--- src/rtl/hba_pkg.sv ---
package hba_pkg;

    typedef enum logic [2:0] {
        ST_IDLE   = 3'd0,
        ST_FETCH  = 3'd1,
        ST_DRIVE  = 3'd2,
        ST_WRITE  = 3'd3,
        ST_COMMIT = 3'd4
    } hba_state_e;

    typedef enum logic {
        STYLE_MOTO  = 1'b0,
        STYLE_INTEL = 1'b1
    } hba_style_e;

endpackage

--- src/rtl/hba_sync.sv ---
module hba_sync #(
    parameter int              WIDTH   = 4,
    parameter int              STAGES  = 2,
    parameter logic [WIDTH-1:0] RST_VAL = '1
) (
    input  logic             clk,
    input  logic             rst_n,
    input  logic [WIDTH-1:0] d,
    output logic [WIDTH-1:0] q
);

    logic [WIDTH-1:0] stage_q [STAGES];

    for (genvar i = 0; i < STAGES; i++) begin : g_stage
        logic [WIDTH-1:0] src;
        if (i == 0) begin : g_first
            assign src = d;
        end else begin : g_next
            assign src = stage_q[i-1];
        end
        always_ff @(posedge clk or negedge rst_n) begin
            if (!rst_n) stage_q[i] <= RST_VAL;
            else        stage_q[i] <= src;
        end
    end

    assign q = stage_q[STAGES-1];

endmodule

--- src/rtl/hba_strap.sv ---
module hba_strap
    import hba_pkg::*;
(
    input  logic       clk,
    input  logic       rst_n,
    input  logic       mult_n_pin,
    input  logic       style_pin,
    output logic       mux_mode,
    output hba_style_e style
);

    // Straps follow the pins only while reset is held low.
    always_ff @(posedge clk) begin
        if (!rst_n) begin
            mux_mode <= ~mult_n_pin;
            style    <= hba_style_e'(style_pin);
        end
    end


    strap_hold_chk: assert property (@(posedge clk) disable iff (!rst_n)
        $past(rst_n) |-> ($stable(mux_mode) && $stable(style)));

endmodule

--- src/rtl/hba_decode.sv ---
module hba_decode
    import hba_pkg::*;
(
    input  hba_style_e style,
    input  logic       cs_s,
    input  logic       rd_s,
    input  logic       wr_s,
    output logic       rd_act,
    output logic       wr_act
);

    always_comb begin
        rd_act = 1'b0;
        wr_act = 1'b0;
        if (!cs_s) begin
            unique case (style)
                STYLE_INTEL: begin
                    rd_act = ~rd_s;
                    wr_act = rd_s & ~wr_s;
                end
                STYLE_MOTO: begin
                    rd_act = rd_s & wr_s;
                    wr_act = rd_s & ~wr_s;
                end
                default: ;
            endcase
        end
    end

endmodule

--- src/rtl/hba_fsm.sv ---
module hba_fsm
    import hba_pkg::*;
#(
    parameter int ADDR_W = 4,
    parameter int DATA_W = 8
) (
    input  logic              clk,
    input  logic              rst_n,
    input  logic              mux_mode,
    input  logic              rd_act,
    input  logic              wr_act,
    input  logic              ale_s,
    input  logic [ADDR_W-1:0] addr_pins,
    input  logic [DATA_W-1:0] ad_in,
    input  logic [DATA_W-1:0] rd_data,
    output logic [ADDR_W-1:0] reg_addr,
    output logic [DATA_W-1:0] reg_wdata,
    output logic              reg_we,
    output logic              reg_re,
    output logic [DATA_W-1:0] ad_out,
    output logic              ad_oe
);

    hba_state_e state_q, state_d;
    logic [ADDR_W-1:0] addr_q;
    logic [DATA_W-1:0] wdata_q;
    logic [DATA_W-1:0] rbuf_q;

    always_ff @(posedge clk or negedge rst_n) begin
        if (!rst_n) state_q <= ST_IDLE;
        else        state_q <= state_d;
    end

    always_comb begin
        state_d = state_q;
        unique case (state_q)
            ST_IDLE: begin
                if (rd_act)      state_d = ST_FETCH;
                else if (wr_act) state_d = ST_WRITE;
            end
            ST_FETCH:  state_d = rd_act ? ST_DRIVE : ST_IDLE;
            ST_DRIVE:  state_d = rd_act ? ST_DRIVE : ST_IDLE;
            ST_WRITE:  state_d = wr_act ? ST_WRITE : ST_COMMIT;
            ST_COMMIT: state_d = ST_IDLE;
            default:   state_d = ST_IDLE;
        endcase
    end

    always_ff @(posedge clk or negedge rst_n) begin
        if (!rst_n) begin
            addr_q  <= '0;
            wdata_q <= '0;
            rbuf_q  <= '0;
        end else begin
            if (state_q == ST_IDLE) begin
                if (mux_mode) begin
                    if (ale_s) addr_q <= ad_in[ADDR_W-1:0];
                end else if (rd_act || wr_act) begin
                    addr_q <= addr_pins;
                end
            end
            if (state_q == ST_WRITE && wr_act) wdata_q <= ad_in;
            if (state_q == ST_FETCH)           rbuf_q  <= rd_data;
        end
    end

    always_comb begin
        reg_we = 1'b0;
        reg_re = 1'b0;
        ad_oe  = 1'b0;
        unique case (state_q)
            ST_IDLE:   ;
            ST_FETCH:  reg_re = 1'b1;
            ST_DRIVE:  ad_oe  = 1'b1;
            ST_WRITE:  ;
            ST_COMMIT: reg_we = 1'b1;
            default:   ;
        endcase
    end

    assign reg_addr  = addr_q;
    assign reg_wdata = wdata_q;
    assign ad_out    = rbuf_q;


    we_single_chk: assert property (@(posedge clk) disable iff (!rst_n)
        reg_we |=> !reg_we);


    we_after_release_chk: assert property (@(posedge clk) disable iff (!rst_n)
        reg_we |-> !$past(wr_act));


    re_single_chk: assert property (@(posedge clk) disable iff (!rst_n)
        reg_re |=> !reg_re);


    re_then_drive_chk: assert property (@(posedge clk) disable iff (!rst_n)
        (reg_re && rd_act) |=> ad_oe);


    oe_read_only_chk: assert property (@(posedge clk) disable iff (!rst_n)
        ad_oe |-> $past(rd_act));

endmodule

--- src/rtl/host_bus_adapter.sv ---
module host_bus_adapter
    import hba_pkg::*;
#(
    parameter int ADDR_W      = 4,
    parameter int DATA_W      = 8,
    parameter int SYNC_STAGES = 2
) (
    input  logic              clk,
    input  logic              rst_n,
    input  logic              cs_n,
    input  logic              mult_n,
    input  logic              as_mi,
    input  logic              rd_ds,
    input  logic              wr_rw,
    input  logic [ADDR_W-1:0] addr_in,
    input  logic [DATA_W-1:0] ad_in,
    output logic [DATA_W-1:0] ad_out,
    output logic              ad_oe,
    input  logic [DATA_W-1:0] rd_data,
    output logic [ADDR_W-1:0] reg_addr,
    output logic [DATA_W-1:0] reg_wdata,
    output logic              reg_we,
    output logic              reg_re
);

    localparam int CTRL_W = 4;
    localparam logic [CTRL_W-1:0] CTRL_IDLE = 4'b1011;

    logic [CTRL_W-1:0] ctrl_s;
    logic       cs_s, ale_s, rd_s, wr_s;
    logic       mux_mode;
    hba_style_e style;
    logic       rd_act, wr_act;

    hba_sync #(.WIDTH(CTRL_W), .STAGES(SYNC_STAGES), .RST_VAL(CTRL_IDLE)) u_sync (
        .clk   (clk),
        .rst_n (rst_n),
        .d     ({cs_n, as_mi, rd_ds, wr_rw}),
        .q     (ctrl_s)
    );

    assign {cs_s, ale_s, rd_s, wr_s} = ctrl_s;

    hba_strap u_strap (
        .clk        (clk),
        .rst_n      (rst_n),
        .mult_n_pin (mult_n),
        .style_pin  (as_mi),
        .mux_mode   (mux_mode),
        .style      (style)
    );

    hba_decode u_decode (
        .style  (style),
        .cs_s   (cs_s),
        .rd_s   (rd_s),
        .wr_s   (wr_s),
        .rd_act (rd_act),
        .wr_act (wr_act)
    );

    hba_fsm #(.ADDR_W(ADDR_W), .DATA_W(DATA_W)) u_fsm (
        .clk       (clk),
        .rst_n     (rst_n),
        .mux_mode  (mux_mode),
        .rd_act    (rd_act),
        .wr_act    (wr_act),
        .ale_s     (ale_s),
        .addr_pins (addr_in),
        .ad_in     (ad_in),
        .rd_data   (rd_data),
        .reg_addr  (reg_addr),
        .reg_wdata (reg_wdata),
        .reg_we    (reg_we),
        .reg_re    (reg_re),
        .ad_out    (ad_out),
        .ad_oe     (ad_oe)
    );


    re_needs_cs_chk: assert property (@(posedge clk) disable iff (!rst_n)
        reg_re |-> !$past(cs_s));


    we_needs_cs_chk: assert property (@(posedge clk) disable iff (!rst_n)
        $rose(reg_we) |-> !$past(cs_s, 2));

endmodule

--- config.mk ---
export PLATFORM = sky130hd
export DESIGN_NAME = host_bus_adapter
export DESIGN_NICKNAME = d
export VERILOG_FILES = /design/src/rtl/hba_pkg.sv /design/src/rtl/hba_sync.sv /design/src/rtl/hba_strap.sv /design/src/rtl/hba_decode.sv /design/src/rtl/hba_fsm.sv /design/src/rtl/host_bus_adapter.sv
export SDC_FILE = /design/constraint.sdc
export NUM_CORES = 1
export LEC_CHECK = 0
export ABC_CLOCK_PERIOD_IN_PS = 5200
export BUFFER_PORTS_ARGS = -buffer_cell sky130_fd_sc_hd__buf_2
export CAP_MARGIN = 20
export CORE_MARGIN = 2
export CORE_UTILIZATION = 50
export DETAILED_ROUTE_END_ITERATION = 12
export PLACE_DENSITY = 0.87
export SETUP_SLACK_MARGIN = 0.02
export SYNTH_ARGS = -nofsm -noshare
export SYNTH_HDL_FRONTEND = slang
export SYNTH_SLANG_ARGS = --single-unit
--- constraint.sdc ---
create_clock -name clk -period 5.2 [get_ports clk]
set_clock_uncertainty 0.2 [all_clocks]
set_input_delay 1.04 -clock clk [delete_from_list [all_inputs] [get_ports clk]]
set_output_delay 1.04 -clock clk [all_outputs]
set_load 0.01 [all_outputs]
==> metrics, run 1 <==
Max VDD drop 377 µV; CP Launch Type flip-flop; final setup violation count 0; Worst Tran Pin Value 0.798 ns; HP Start u_sync.g_stage[1].src[1]; fraction of layout cells with a size suffix above 1 0.596; Post-synth ARST share 0.939; post-synthesis sequential area ratio 0.663; final WL 2360 µm; gpl congestion 0.773; cell depth of the worst flop-to-flop path 4; std cell rows 18; Final Hold Fails 0; EDFF count, synth 2; Fmax 342 MHz; CTS tree built; Synth top area share 0.492; Detail Route Antenna Nets 0; largest area contributor in the netlist dfrtp_1; CP top delay family simple AND/OR/NAND/NOR gates; IO Count 50; post-CTS setup buffer count 0; crit-path max cell delay 0.46 ns; top-count cell post-synth dfrtp_1; outcome finished clean; Initial Util 0.523; # resized after CTS 0; DR vias 908; routed vias/inst 5.31; clk sink count 33; Hold Crit Class reg2reg; Post-Syn Area per Cell 15.0 µm²; Layout Nets 167; core area 2430 µm²; pin count of the biggest net entering global routing 33; Worst R2R Start u_sync.q[1]; Mapped Area 1270 µm²; first-pass GRT wire length 3420 µm; PortBufs 49; static leakage 0.000800 µW; First-pass DRT Iterations 4; top cells by area, synth dfrtp_1 49%, mux2_2 15%, dfstp_2 12%; die span in x 54.4 µm; Die Ht 54.4 µm; leading cell types by count after synthesis 25 x dfrtp_1, 17 x mux2_2, 6 x dfstp_2, 5 x o22ai_1; critical path peak fanout 7; Root Buffer clkbuf_4; CP Cell Sequence nor3b_1 -> clkbuf_2 -> buf_2; period utilization 0.562; WL/cell 13.8 µm; critical path class reg2out; slowest stage cell, crit path nor3b_1; final worst setup slack 2.28 ns; final setup TNS 0 ns; yosys warns 0; ys flop type dfrtp_1; Unique masters post-synth 23; Post-route DRC 0; initial antenna violation count 0; syn nets 112; #FFs+latches synth 33; die area 2960 µm²; CTS H-tree lvls 2; relative slew slack 0.467; Clock Latency Late Sink 0.33 ns; Power Dens Cells 530 nW/µm²; Critical Path Sink Type output port; gr ovfl total 0; RSZ-0062 raised after global routing no; Worst Hold Path EP u_sync.q[1]; r2r endpoint u_fsm.state_q[1]; Worst-path clk slew 0.09 ns; Post-CTS Hold Buffers 0; HPWL Detailed 1770 µm; CTS Buf Count 5; final slew viol count 0; diode count 0; total track usage 0.171; Crit path buffers/inverters 2; CP arrival 1.68 ns; worst slack, placed 2.31 ns; Worst R2R Setup Slack 2.91 ns; max-cap violations 0; hold path depth 0; DR iter-0 viols 9; WP data required 3.96 ns; vias in the first global route 804; Syn Inst Count 85; Tmin final 2.92 ns; Max Buffers Root-to-Sink 2; Synth-to-Final Area Change 28.5%
==> stage by stage <==
step	hold slack, ns	total power [µW]	area [µm²]	cells	util
after floorplan	0.131	558	1270	85	-
after global routing	0.164	920	1630	171	0.672
after global placement	0.135	664	1540	162	0.635
after CTS	0.160	871	1630	170	0.670
final	0.159	866	1630	171	0.672
after detailed placement	0.147	677	1540	162	0.635
==> layout by cell type (no fill, tap or decap), drive strengths merged, types with 2 or more instances in the layout <==
cell,Yosys,routed
nor3b,3,3
edfxtp,2,2
or3,2,2
nor3,2,2
clkbuf,0,8
nand2,2,2
buf,2,49
nor2,4,4
a2bb2oi,4,4
mux2,17,17
dfstp,6,6
o22ai,5,5
inv,2,2
dfrtp,25,25
==> cell families after synthesis <==
logic type	share of synthesized area
AO/OA/AOI/OAI	0.0778
XOR/XNOR	0.00689
buffers and inverters	0.0138
flip-flops	0.663
multiplexers	0.151
AND/OR/NAND/NOR	0.0876
==> worst register-to-register path: cells and delay by family, from the launching register on <==
kind | cells | cell delay (ns)
DFF | 1 | 0.57
and+or+nand+nor | 2 | 0.99
AOI/OAI and AO/OA | 2 | 0.45
==> registers in the layout (all words and copies together), names as in the netlist <==
register	count
u_sync.q	4
u_sync.g_stage.src	4
u_fsm.reg_addr	4
u_strap.mux_mode	1
u_fsm.state_q	3
u_fsm.reg_wdata	8
u_fsm.ad_out	8
u_strap.style	1
==> metal layers <==
layer  GRT usage  wire, µm  share of wire  vias up
li1            -         -              -      420
met1       0.192       995           0.42      443
met4       0.113        61          0.026        0
met2       0.287      1160           0.49       38
met5           0         0              0        -
met3      0.0410       143          0.061        7
==> final cells by class <==
class	instances	area, µm²
Clock inverter	1	30.0
Clock buffer	7	55.1
Sequential cell	33	843
Timing Repair Buffer	50	250
Fill cell	181	798
Tap cell	30	37.5
Inverter	2	7.51
Multi-Input combinational cell	48	410
==> power breakdown <==
| part | internal [µW] | switching, µW |
|---|---|---|
| clock network | 115 | 79.9 |
| logic | 149 | 129 |
| registers | 345 | 47.8 |
==> worst max path at each step <==
stage,cells past startpoint,start,to
2_1_floorplan,2,u_fsm.state_q[2],reg_re
3_3_place_gp,2,u_fsm.state_q[2],reg_re
3_5_place_dp,2,u_fsm.state_q[2],reg_re
4_1_cts,2,u_fsm.state_q[2],reg_re
5_1_grt,3,u_fsm.state_q[0],reg_re
6_report,3,u_fsm.state_q[2],reg_re
No activity file was read; power rests on OpenSTA's default activity.
==> inputs of run 2 (changes only) <==
Settings changed: ABC_AREA set to 1, ABC_CLOCK_PERIOD_IN_PS 5200 to 2900, CORE_UTILIZATION 50 to 47, PLACE_DENSITY 0.87 to 0.82.
Clock period 5.2 ns to 2.9 ns, I/O delays scaled along.
==> metrics, run 2 <==
WP data required 2.12 ns (-1.84 ns); Final Hold Fails 0 (unchanged); final core occ 0.611 (-0.0608); Max Buffers Root-to-Sink 2 (unchanged); Synth-to-Final Area Change 24.8%; Max VDD drop 660 µV (+75%); post-CTS setup buffer count 0 (unchanged); storage element area 843 µm² (unchanged); WL/cell 10.6 µm (-23%); Clock Latency Late Sink 0.33 ns (about the same); Critical Path Sink Type output port; post-synthesis sequential area ratio 0.630 (-0.0335); critical path class reg2out; fin area 1670 µm² (+2.2%); period utilization 0.760; max-cap violations 0 (unchanged); most frequent cells in the layout 68 x nand2_1, 49 x buf_2, 25 x dfrtp_1; fraction of layout cells with a size suffix above 1 0.345 (-0.251); static leakage 0.000990 µW (+24%); HPWL Detailed 1890 µm (+6.7%); first-pass GRT wire length 4200 µm (+23%); die area 3290 µm² (+11%); core area 2730 µm² (+12%); most common cell after layout, fill and taps aside nand2_1; Die Ht 57.4 µm (+5.4%); top cells by area, synth dfrtp_1 47%, nand2_1 19%, dfstp_2 12%; leading cell types by count after synthesis 68 x nand2_1, 25 x dfrtp_1, 20 x inv_1, 8 x nor2_1; Power Dens Cells 931 nW/µm² (+76%); Worst Tran Pin Value 0.441 ns (-0.357 ns); Post-route DRC 0 (unchanged); Mapped Area 1340 µm² (+5.3%); vias in the first global route 1038 (+29%); outcome finished clean; Layout Nets 232 (+39%); Post-CTS Hold Buffers 0 (unchanged); DR iter-0 viols 45 (+36); DR vias 1063 (+17%); Detail Route Antenna Nets 0 (unchanged); Worst-path clk slew 0.10 ns (about the same); Syn Inst Count 149 (+75%); final slew viol count 0 (unchanged); critical path peak fanout 10 (+3); initial antenna violation count 0 (unchanged); Layout fillers 257 (+42%); dpl cell area 1620 µm² (+4.9%); multi-input logic area 405 µm² (-1.2%); gr ovfl total 0 (unchanged); clk sink count 33 (unchanged); Fmax 454 MHz; total track usage 0.173 (+0.00268); PortBufs 49 (unchanged); Post-synth ARST share 0.939 (unchanged); Hold Slack 0.0803 ns (-0.0790 ns); final WL 2520 µm (+6.8%); top-count cell post-synth nand2_1; IO Count 50 (unchanged); gpl congestion 0.804 (+4.0%); final setup violation count 0 (unchanged); Synth top area share 0.467 (-0.0248); CP Launch Type flip-flop; CTS H-tree lvls 2 (unchanged); relative slew slack 0.705 (+0.238); # resized after CTS 0 (unchanged); routed vias/inst 4.49 (-16%); CTS tree built; final worst setup slack 0.697 ns (-1.58 ns); yosys warns 0 (unchanged); CTS Buf Count 5 (unchanged); Hold Crit Class in2async; CP arrival 1.42 ns (-0.26 ns); Root Buffer clkbuf_4; Unique masters post-synth 16 (-30%); syn nets 176 (+57%); RSZ-0062 raised after global routing no; final setup TNS 0 ns (unchanged); EDFF count, synth 2 (unchanged); Initial Util 0.490 (-0.0329); diode count 0 (unchanged); pin count of the biggest net entering global routing 32 (-3.0%); First-pass DRT Iterations 4 (unchanged); Post-Syn Area per Cell 8.99 µm² (-40%); ys flop type dfrtp_1; Tmin final 2.20 ns; #FFs+latches synth 33 (unchanged); worst slack, placed 1.07 ns (-1.24 ns); std cell rows 19 (+1); largest area contributor in the netlist dfrtp_1; die span in x 57.4 µm (+5.4%)
[run 2: cells by family after synthesis]
family | after synthesis | synth area share
AND/OR/NAND/NOR | 86 | 0.264
flip-flops | 33 | 0.630
buffers and inverters | 22 | 0.0673
AO/OA/AOI/OAI | 8 | 0.0383
[run 2: critical path, stage by stage (launching register included)]
cell     delay [ns]
dfrtp_1        0.45
inv_1          0.11
nand3_2        0.19
inv_2          0.19
buf_2          0.15
[run 2: power by group]
| group | internal [µW] | total (µW) | switching [µW] | leakage (µW) |
|---|---|---|---|---|
| clock | 92.2 | 238 | 146 | 0.0000320 |
| sequential | 630 | 723 | 92.9 | 0.000380 |
| combinational | 242 | 595 | 353 | 0.000577 |
| total | 965 | 1560 | 591 | 0.000990 |
[run 2: layer usage]
metal  wire length (µm)  vias to the layer above  GRT usage
met1               1130                      452      0.197
met3                216                        5     0.0680
met4                 51                        0     0.0897
met2               1120                       47      0.282
li1                   -                      559          -
met5                  0                        -          0
[run 2: layout make-up]
| cell class | instances | area share |
|---|---|---|
| Inverter | 21 | 0.0472 |
| Timing Repair Buffer | 50 | 0.151 |
| Tap cell | 31 | 0.0232 |
| Clock inverter | 2 | 0.00599 |
| Sequential cell | 33 | 0.505 |
| Clock buffer | 6 | 0.0247 |
| Multi-Input combinational cell | 94 | 0.243 |
[run 2: per-stage QoR]
| stage | total power [µW] | instances |
|---|---|---|
| 2_1_floorplan | 1090 | 149 |
| 3_3_place_gp | 1320 | 229 |
| 3_5_place_dp | 1330 | 229 |
| 4_1_cts | 1580 | 237 |
| 5_1_grt | 1690 | 237 |
| 6_report | 1560 | 237 |
[run 2: path summary, 6_finish.rpt]
path / depth (start not counted) / slack [ns] / to / start
worst max register to register: 7 / 1.09 / u_fsm.state_q[0] / u_sync.q[3]
worst min register to register: 0 / 0.16 / u_sync.q[0] / u_sync.g_stage[1].src[0]
min in group clk: 1 / 0.14 / u_sync.g_stage[1].src[3] / cs_n
worst min-delay path: 2 / 0.08 / u_fsm.reg_wdata[3] / rst_n
max in group asynchronous: 2 / 2.11 / u_sync.q[3] / rst_n
worst max-delay path: 4 / 0.70 / reg_re / u_fsm.state_q[2]
